`config.mk`:
```
export PLATFORM = sky130hd
export DESIGN_NAME = tpm_pattern_player
export DESIGN_NICKNAME = d
export VERILOG_FILES = /design/src/rtl/tpm_pkg.sv /design/src/rtl/tpm_phase_ctrl.sv /design/src/rtl/tpm_shift_array.sv /design/src/rtl/tpm_lane_mux.sv /design/src/rtl/tpm_pattern_player.sv
export SDC_FILE = /design/constraint.sdc
export NUM_CORES = 2
export LEC_CHECK = 0
export BUFFER_PORTS_ARGS = -buffer_cell sky130_fd_sc_hd__buf_4
export CAP_MARGIN = 20
export CORE_MARGIN = 1.5
export CORE_UTILIZATION = 50
export DETAILED_ROUTE_END_ITERATION = 10
export MAX_ROUTING_LAYER = met4
export PLACE_DENSITY = 0.68
export RECOVER_POWER = 100
export SLEW_MARGIN = 20
export SYNTH_ARGS = -nofsm -noshare
export SYNTH_HDL_FRONTEND = slang
export SYNTH_HIERARCHICAL = 1
export SYNTH_SLANG_ARGS = --single-unit
export TNS_END_PERCENT = 50
```
`constraint.sdc`:
```
create_clock -name clk -period 126.5 [get_ports clk]
set_input_delay 18.975 -clock clk [delete_from_list [all_inputs] [get_ports clk]]
set_output_delay 18.975 -clock clk [all_outputs]
set_load 0.02 [all_outputs]
```
`src/rtl/tpm_pkg.sv`:
```
package tpm_pkg;
   typedef enum logic {
      TPM_LOAD = 1'b0,
      TPM_PLAY = 1'b1
   } tpm_mode_e;
endpackage

```
`src/rtl/tpm_phase_ctrl.sv`:
```
module tpm_phase_ctrl #(
   parameter int unsigned LANES = 8,
   localparam int unsigned PH_W = (LANES > 1) ? $clog2(LANES) : 1
) (
   input  logic            clk,
   input  logic            rst,
   input  logic            mode_play_req,
   input  logic            load_en,
   input  logic            fast_en,
   output logic            play,
   output logic [PH_W-1:0] phase,
   output logic            mem_step,
   output logic            load_step
);
   import tpm_pkg::*;

   localparam logic [PH_W-1:0] LAST = PH_W'(LANES - 1);

   tpm_mode_e  mode_q;
   logic       boundary;

   assign play      = (mode_q == TPM_PLAY);
   assign mem_step  = play && fast_en && (phase == LAST);
   assign load_step = !play && load_en;
   assign boundary  = !play || mem_step;

   always_ff @(posedge clk) begin
      if (rst) begin
         mode_q <= TPM_LOAD;
         phase  <= '0;
      end else begin
         if (boundary)
            mode_q <= mode_play_req ? TPM_PLAY : TPM_LOAD;
         if (!play)
            phase <= '0;
         else if (fast_en)
            phase <= (phase == LAST) ? '0 : phase + 1'b1;
      end
   end
endmodule

```
`src/rtl/tpm_shift_array.sv`:
```
module tpm_shift_array #(
   parameter int unsigned NUM_REG = 48,
   parameter int unsigned REG_LEN = 104
) (
   input  logic               clk,
   input  logic               load_step,
   input  logic               mem_step,
   input  logic               load_bit,
   output logic [NUM_REG-1:0] taps
);
   for (genvar k = 0; k < NUM_REG; k++) begin : g_reg
      logic [REG_LEN-1:0] sr;
      logic               chain_in;
      logic               feed;

      if (k == 0) begin : g_head
         assign chain_in = load_bit;
      end else begin : g_link
         assign chain_in = taps[k-1];
      end

      assign feed    = load_step ? chain_in : sr[0];
      assign taps[k] = sr[0];

      always_ff @(posedge clk) begin
         if (load_step || mem_step)
            sr <= {feed, sr[REG_LEN-1:1]};
      end
   end
endmodule

```
`src/rtl/tpm_lane_mux.sv`:
```
module tpm_lane_mux #(
   parameter int unsigned LANES    = 8,
   parameter int unsigned SAMPLE_W = 6,
   localparam int unsigned PH_W    = (LANES > 1) ? $clog2(LANES) : 1,
   localparam int unsigned TAPS    = LANES * SAMPLE_W
) (
   input  logic [TAPS-1:0]     taps,
   input  logic [PH_W-1:0]     phase,
   input  logic                play,
   output logic [SAMPLE_W-1:0] sample
);
   logic [SAMPLE_W-1:0] lane [LANES];

   for (genvar l = 0; l < LANES; l++) begin : g_lane
      assign lane[l] = taps[l*SAMPLE_W +: SAMPLE_W];
   end

   always_comb begin
      sample = '0;
      if (play)
         sample = lane[phase];
   end
endmodule

```
`src/rtl/tpm_pattern_player.sv`:
```
module tpm_pattern_player #(
   parameter int unsigned LANES    = 8,
   parameter int unsigned SAMPLE_W = 6,
   parameter int unsigned REG_LEN  = 104,
   localparam int unsigned NUM_REG = LANES * SAMPLE_W,
   localparam int unsigned PH_W    = (LANES > 1) ? $clog2(LANES) : 1
) (
   input  logic                clk,
   input  logic                rst,
   input  logic                mode_play_req,
   input  logic                load_en,
   input  logic                load_bit,
   input  logic                fast_en,
   output logic [SAMPLE_W-1:0] sample_out
);
   if ((LANES < 2) || ((LANES & (LANES - 1)) != 0)) begin : g_bad_lanes
      $error("LANES must be a power of two of at least 2");
   end
   if ((SAMPLE_W < 1) || (REG_LEN < 2)) begin : g_bad_size
      $error("SAMPLE_W must be at least 1 and REG_LEN at least 2");
   end

   logic               play_w;
   logic [PH_W-1:0]    phase_w;
   logic               mem_step_w;
   logic               load_step_w;
   logic [NUM_REG-1:0] taps_w;

   tpm_phase_ctrl #(.LANES(LANES)) u_ctrl (
      .clk           (clk),
      .rst           (rst),
      .mode_play_req (mode_play_req),
      .load_en       (load_en),
      .fast_en       (fast_en),
      .play          (play_w),
      .phase         (phase_w),
      .mem_step      (mem_step_w),
      .load_step     (load_step_w)
   );

   tpm_shift_array #(.NUM_REG(NUM_REG), .REG_LEN(REG_LEN)) u_mem (
      .clk       (clk),
      .load_step (load_step_w),
      .mem_step  (mem_step_w),
      .load_bit  (load_bit),
      .taps      (taps_w)
   );

   tpm_lane_mux #(.LANES(LANES), .SAMPLE_W(SAMPLE_W)) u_mux (
      .taps   (taps_w),
      .phase  (phase_w),
      .play   (play_w),
      .sample (sample_out)
   );
endmodule

```
After elaboration in Yosys (flattened, before gate mapping) --
Index checks and enable logic that the tools add are counted.
Operators by class: add/subtract/negate cells 1, order comparisons 1, bitwise logic cells 2, equal/unequal tests 1, mux-type cells 54, reduce and logical (&&, ||, !) cells 7
Operators by type and width (count):
- two-way mux 1 bit | 49
- binary-select mux 6 bit (select 3 bit) | 1
- two-way mux 6 bit | 3
- >= comparator 4 bit (second input constant) | 1
- NOT 3 -> 4 bit | 1
- adder 3 x 1 -> 3 bit (second input constant) | 1
- equality test 3 bit (second input constant) | 1
- logical AND 1 bit | 3
- two-way mux 3 bit | 1
- logical OR 1 bit | 2
- OR reduction 2 bit | 1
- logical NOT 1 bit | 1
- NOT 1 bit | 1
Storage, ports and cells: flip-flop bits (word level) 4996, input port bits 6, output and inout bits 6, logic and storage cells 116

Longest topological paths before layout --
depth in word-level cells 5, mapped depth 4, gate-level depth less buffers 4

Modules after synthesis --
The synthesis kept the hierarchy.
Modules (own cells, without submodules):
- tpm_shift_array | area an instance 150889.7 um^2, cells each 5094, instances 1
- tpm_lane_mux | area an instance 392.9 um^2, cells each 28, instances 1
- tpm_phase_ctrl | area an instance 197.7 um^2, cells each 19, instances 1

Worst setup path before layout --
Ideal clock, no wire load.
path type input port to flip-flop, from in load_en, to reg u_mem.g_reg[0].sr[0], enable pin, library setup time 5.838 ns, data required time 120.662 ns, stages 4, setup slack -5.963 ns, buffers on the path 2, data arrival time 126.625 ns, cells stage by stage nor2b_1 buf_6 buf_6 or2_1
Between the ends: word-level cells in the longest chain between the ends 2
RTL lines:
- start, declared | RTL line tpm_pattern_player.sv:11 | input logic load_en,
- logical AND 1 bit | RTL line tpm_phase_ctrl.sv:24 | assign load_step = !play && load_en;
- logical OR 1 bit | RTL line tpm_shift_array.sv:26 | if (load_step || mem_step)
- end signal, assigned | RTL line tpm_shift_array.sv:27 | sr <= {feed, sr[REG_LEN-1:1]};
- end, declared | RTL line tpm_shift_array.sv:12 | logic [REG_LEN-1:0] sr;
Every way passes these cells. A chain may end at the register's enable or synchronous reset.

Worst setup path after layout --
from in load_en, to reg u_mem.g_reg[16].sr[93], enable pin
Between the ends: word-level cells in the longest chain between the ends 2
RTL lines:
- logical AND 1 bit | RTL line tpm_phase_ctrl.sv:24
- via load_step_w | RTL line tpm_pattern_player.sv:26 | logic load_step_w;
- logical OR 1 bit | RTL line tpm_shift_array.sv:26
- end signal, assigned | RTL line tpm_shift_array.sv:27
- end, declared | RTL line tpm_shift_array.sv:12
The timed path passes the listed nets, and every way through them passes these cells.

==> flow_summary.json <==
{
  "status": "complete, but fails checks",
  "violations": "max-capacitance violations, max-slew violations",
  "rows": 201,
  "drt_iter0_drc": 5340,
  "worstSetupStartpointType": "input pin",
  "multi_input_area_um2": 1030,
  "dr.pass1.iters": 6,
  "avgSynthCellArea_um2": 29.5,
  "fillCellCount": 20600,
  "wire_per_inst_um": 18.2,
  "yosysWarningCount": 6,
  "relSlewSlack_pct": -556,
  "min_path_type": "reg2reg",
  "grt_pass1_wl_um": 281000,
  "leakagePower_uw": 0.0554,
  "power_density_nw_per_um2": 19.7,
  "finalNetCount": 5605,
  "drt_wl_total_um": 181000,
  "grt_start_max_net_pins": 205,
  "io_pins": 12,
  "yosysSeqAreaShare_pct": 99.0,
  "cts_tree": "built",
  "clk_latency_ns": 0.93,
  "setup_tns_ns": 0,
  "clkTransAtPathRegs_ns": 0.06,
  "hold_slack_ns": 0.362,
  "die_area_um2": 306000,
  "seq_area_um2": 150000,
  "syn_inst": 5141,
  "max-vdd-ir-drop_uv": 16.0,
  "drive_gt1_share_pct": 12.0,
  "grt_overflow_total": 0,
  "final_cell_mix": "edfxtp_1 (4992), clkbuf_16 (451), clkbuf_1 (132)",
  "instances_no_fill": 9940,
  "clock-root-buffer": "clkbuf_16",
  "cts_inserted_buffers": 447,
  "holdBufCountCts": 0,
  "path_max_fanout": 199,
  "syn_nets": 5149,
  "cts.sinks": 4996,
  "start_util_pct": 50.4,
  "grt_setup_unrepaired": "false",
  "fin_crit_ns": 47.15,
  "max_freq_mhz": 21.2,
  "final_common_cell": "edfxtp_1",
  "path_class": "in2reg",
  "post-cts-setup-buffers": 0,
  "fp.coreArea_um2": 301000,
  "yosysUniqueCellTypes": 23,
  "synth_area_um2": 151000,
  "grt_pass1_vias": 45900,
  "die_w_um": 553,
  "setup_viol": 0,
  "tightest_slew_ns": 9.84,
  "hold_viol": 0,
  "clock_skew_ns": 0.0692,
  "maxSlewViolCount": 5143,
  "area.growth.synth_to_final_pct": 13.1,
  "drc": 0,
  "placed_cells": 9106,
  "dp_hpwl_um": 84300,
  "num_vias": 48400,
  "vias_per_cell": 4.87,
  "antenna_found_initial": 19,
  "gp_congestion": 0.757,
  "final_core_util_pct": 57.0,
  "clock_path_buffers": 4,
  "chipHeight_um": 553,
  "maxCapViolCount": 52,
  "gr-usage-all-layers_pct": 12.2,
  "cts_max_level": 5,
  "required_ns": 126.76,
  "port_buffers": 11,
  "crit_arrival_ns": 47.41,
  "setup.worst_path.end_class": "register",
  "ys_ff_latch": 4996,
  "cts_resized": 0,
  "period_share_pct": 37.3,
  "postRouteAntennaNets": 0
}
## power breakdown
group	internal [µW]	switching, µW
logic	2.15	39.3
clock network	785	570
registers	1950	29.7
## registers in the layout (all words and copies together) (netlist names)
name	cells
u_mem/g.sr	4992
u_ctrl/phase	3
u_ctrl/play	1
## synthesized netlist by cell type (all sizes together)
cell / n / area, µm²
mux2: 48 / 574
or2: 1 / 6.26
mux2i: 7 / 70.1
nor2: 7 / 26.3
or3b: 1 / 8.76
a21boi: 1 / 7.51
buf: 56 / 427
edfxtp: 4992 / 150000
o21ba: 1 / 10.0
inv: 1 / 3.75
ha: 2 / 25.0
nand3b: 1 / 7.51
a21oi: 2 / 13.8
nand2b: 3 / 18.8
dfxtp: 4 / 80.1
and3: 1 / 6.26
mux4: 12 / 285
nor2b: 1 / 6.26
## layout make-up
class                   count  area share (%)
flip-flops and latches   4996            87.5
well taps                3958            2.89
repair buffers             63           0.147
inverters                   1         0.00219
diodes                      1         0.00146
multi-input cells          88           0.602
clock inverters           309            2.07
clock buffers             524            6.75
## metrics by stage
stage	total power, µW	setup slack, ns	area (µm²)
floorplan	2270	44.83	151000
global placement	2040	99.76	157000
detailed placement	2040	99.50	157000
CTS	3410	100.58	172000
global route	3500	76.01	171000
finish	3380	79.35	171000
## logic make-up after synthesis
family                   Yosys count  share of synthesized area [%]
flip-flops                      4996                           99.0
multiplexers                      67                          0.614
buffers and inverters             57                          0.284
AND/OR/NAND/NOR                   15                         0.0529
AO/OA/AOI/OAI                      4                         0.0206
adder cells (fa/ha/maj)            2                         0.0165
## critical path: stages
cell and delay, ns:
clkbuf_1 0.19, nor2b_1 0.16, clkbuf_1 2.11, or2_0 3.24, clkbuf_1 3.07, clkbuf_1 2.90, clkbuf_1 2.36, clkbuf_1 7.03
clkbuf_1 6.87
## per-layer routing
| metal | global-route usage (%) | wire (µm) | vias up | share of wire (%) |
|---|---|---|---|---|
| met1 | 19.8 | 89600 | 25000 | 50 |
| met3 | 2.60 | 10300 | 417 | 5.7 |
| met2 | 15.0 | 76000 | 1015 | 42 |
| met4 | 4.07 | 4980 | 0 | 2.8 |
| li1 | - | - | 21900 | - |
| met5 | - | 0 | - | 0 |
## final timing paths
check	from	end	slack (ns)	cells past startpoint
hold reg to reg	u_mem/g_reg[4].sr[63]	u_mem/g_reg[4].sr[62]	0.36	0
hold / removal	u_mem/g_reg[4].sr[63]	u_mem/g_reg[4].sr[62]	0.36	0
setup / recovery	load_en	u_mem/g_reg[16].sr[93]	79.35	9
setup reg to reg	u_ctrl/play	u_mem/g_reg[16].sr[93]	97.06	9
(Power assumes the default switching activity.)
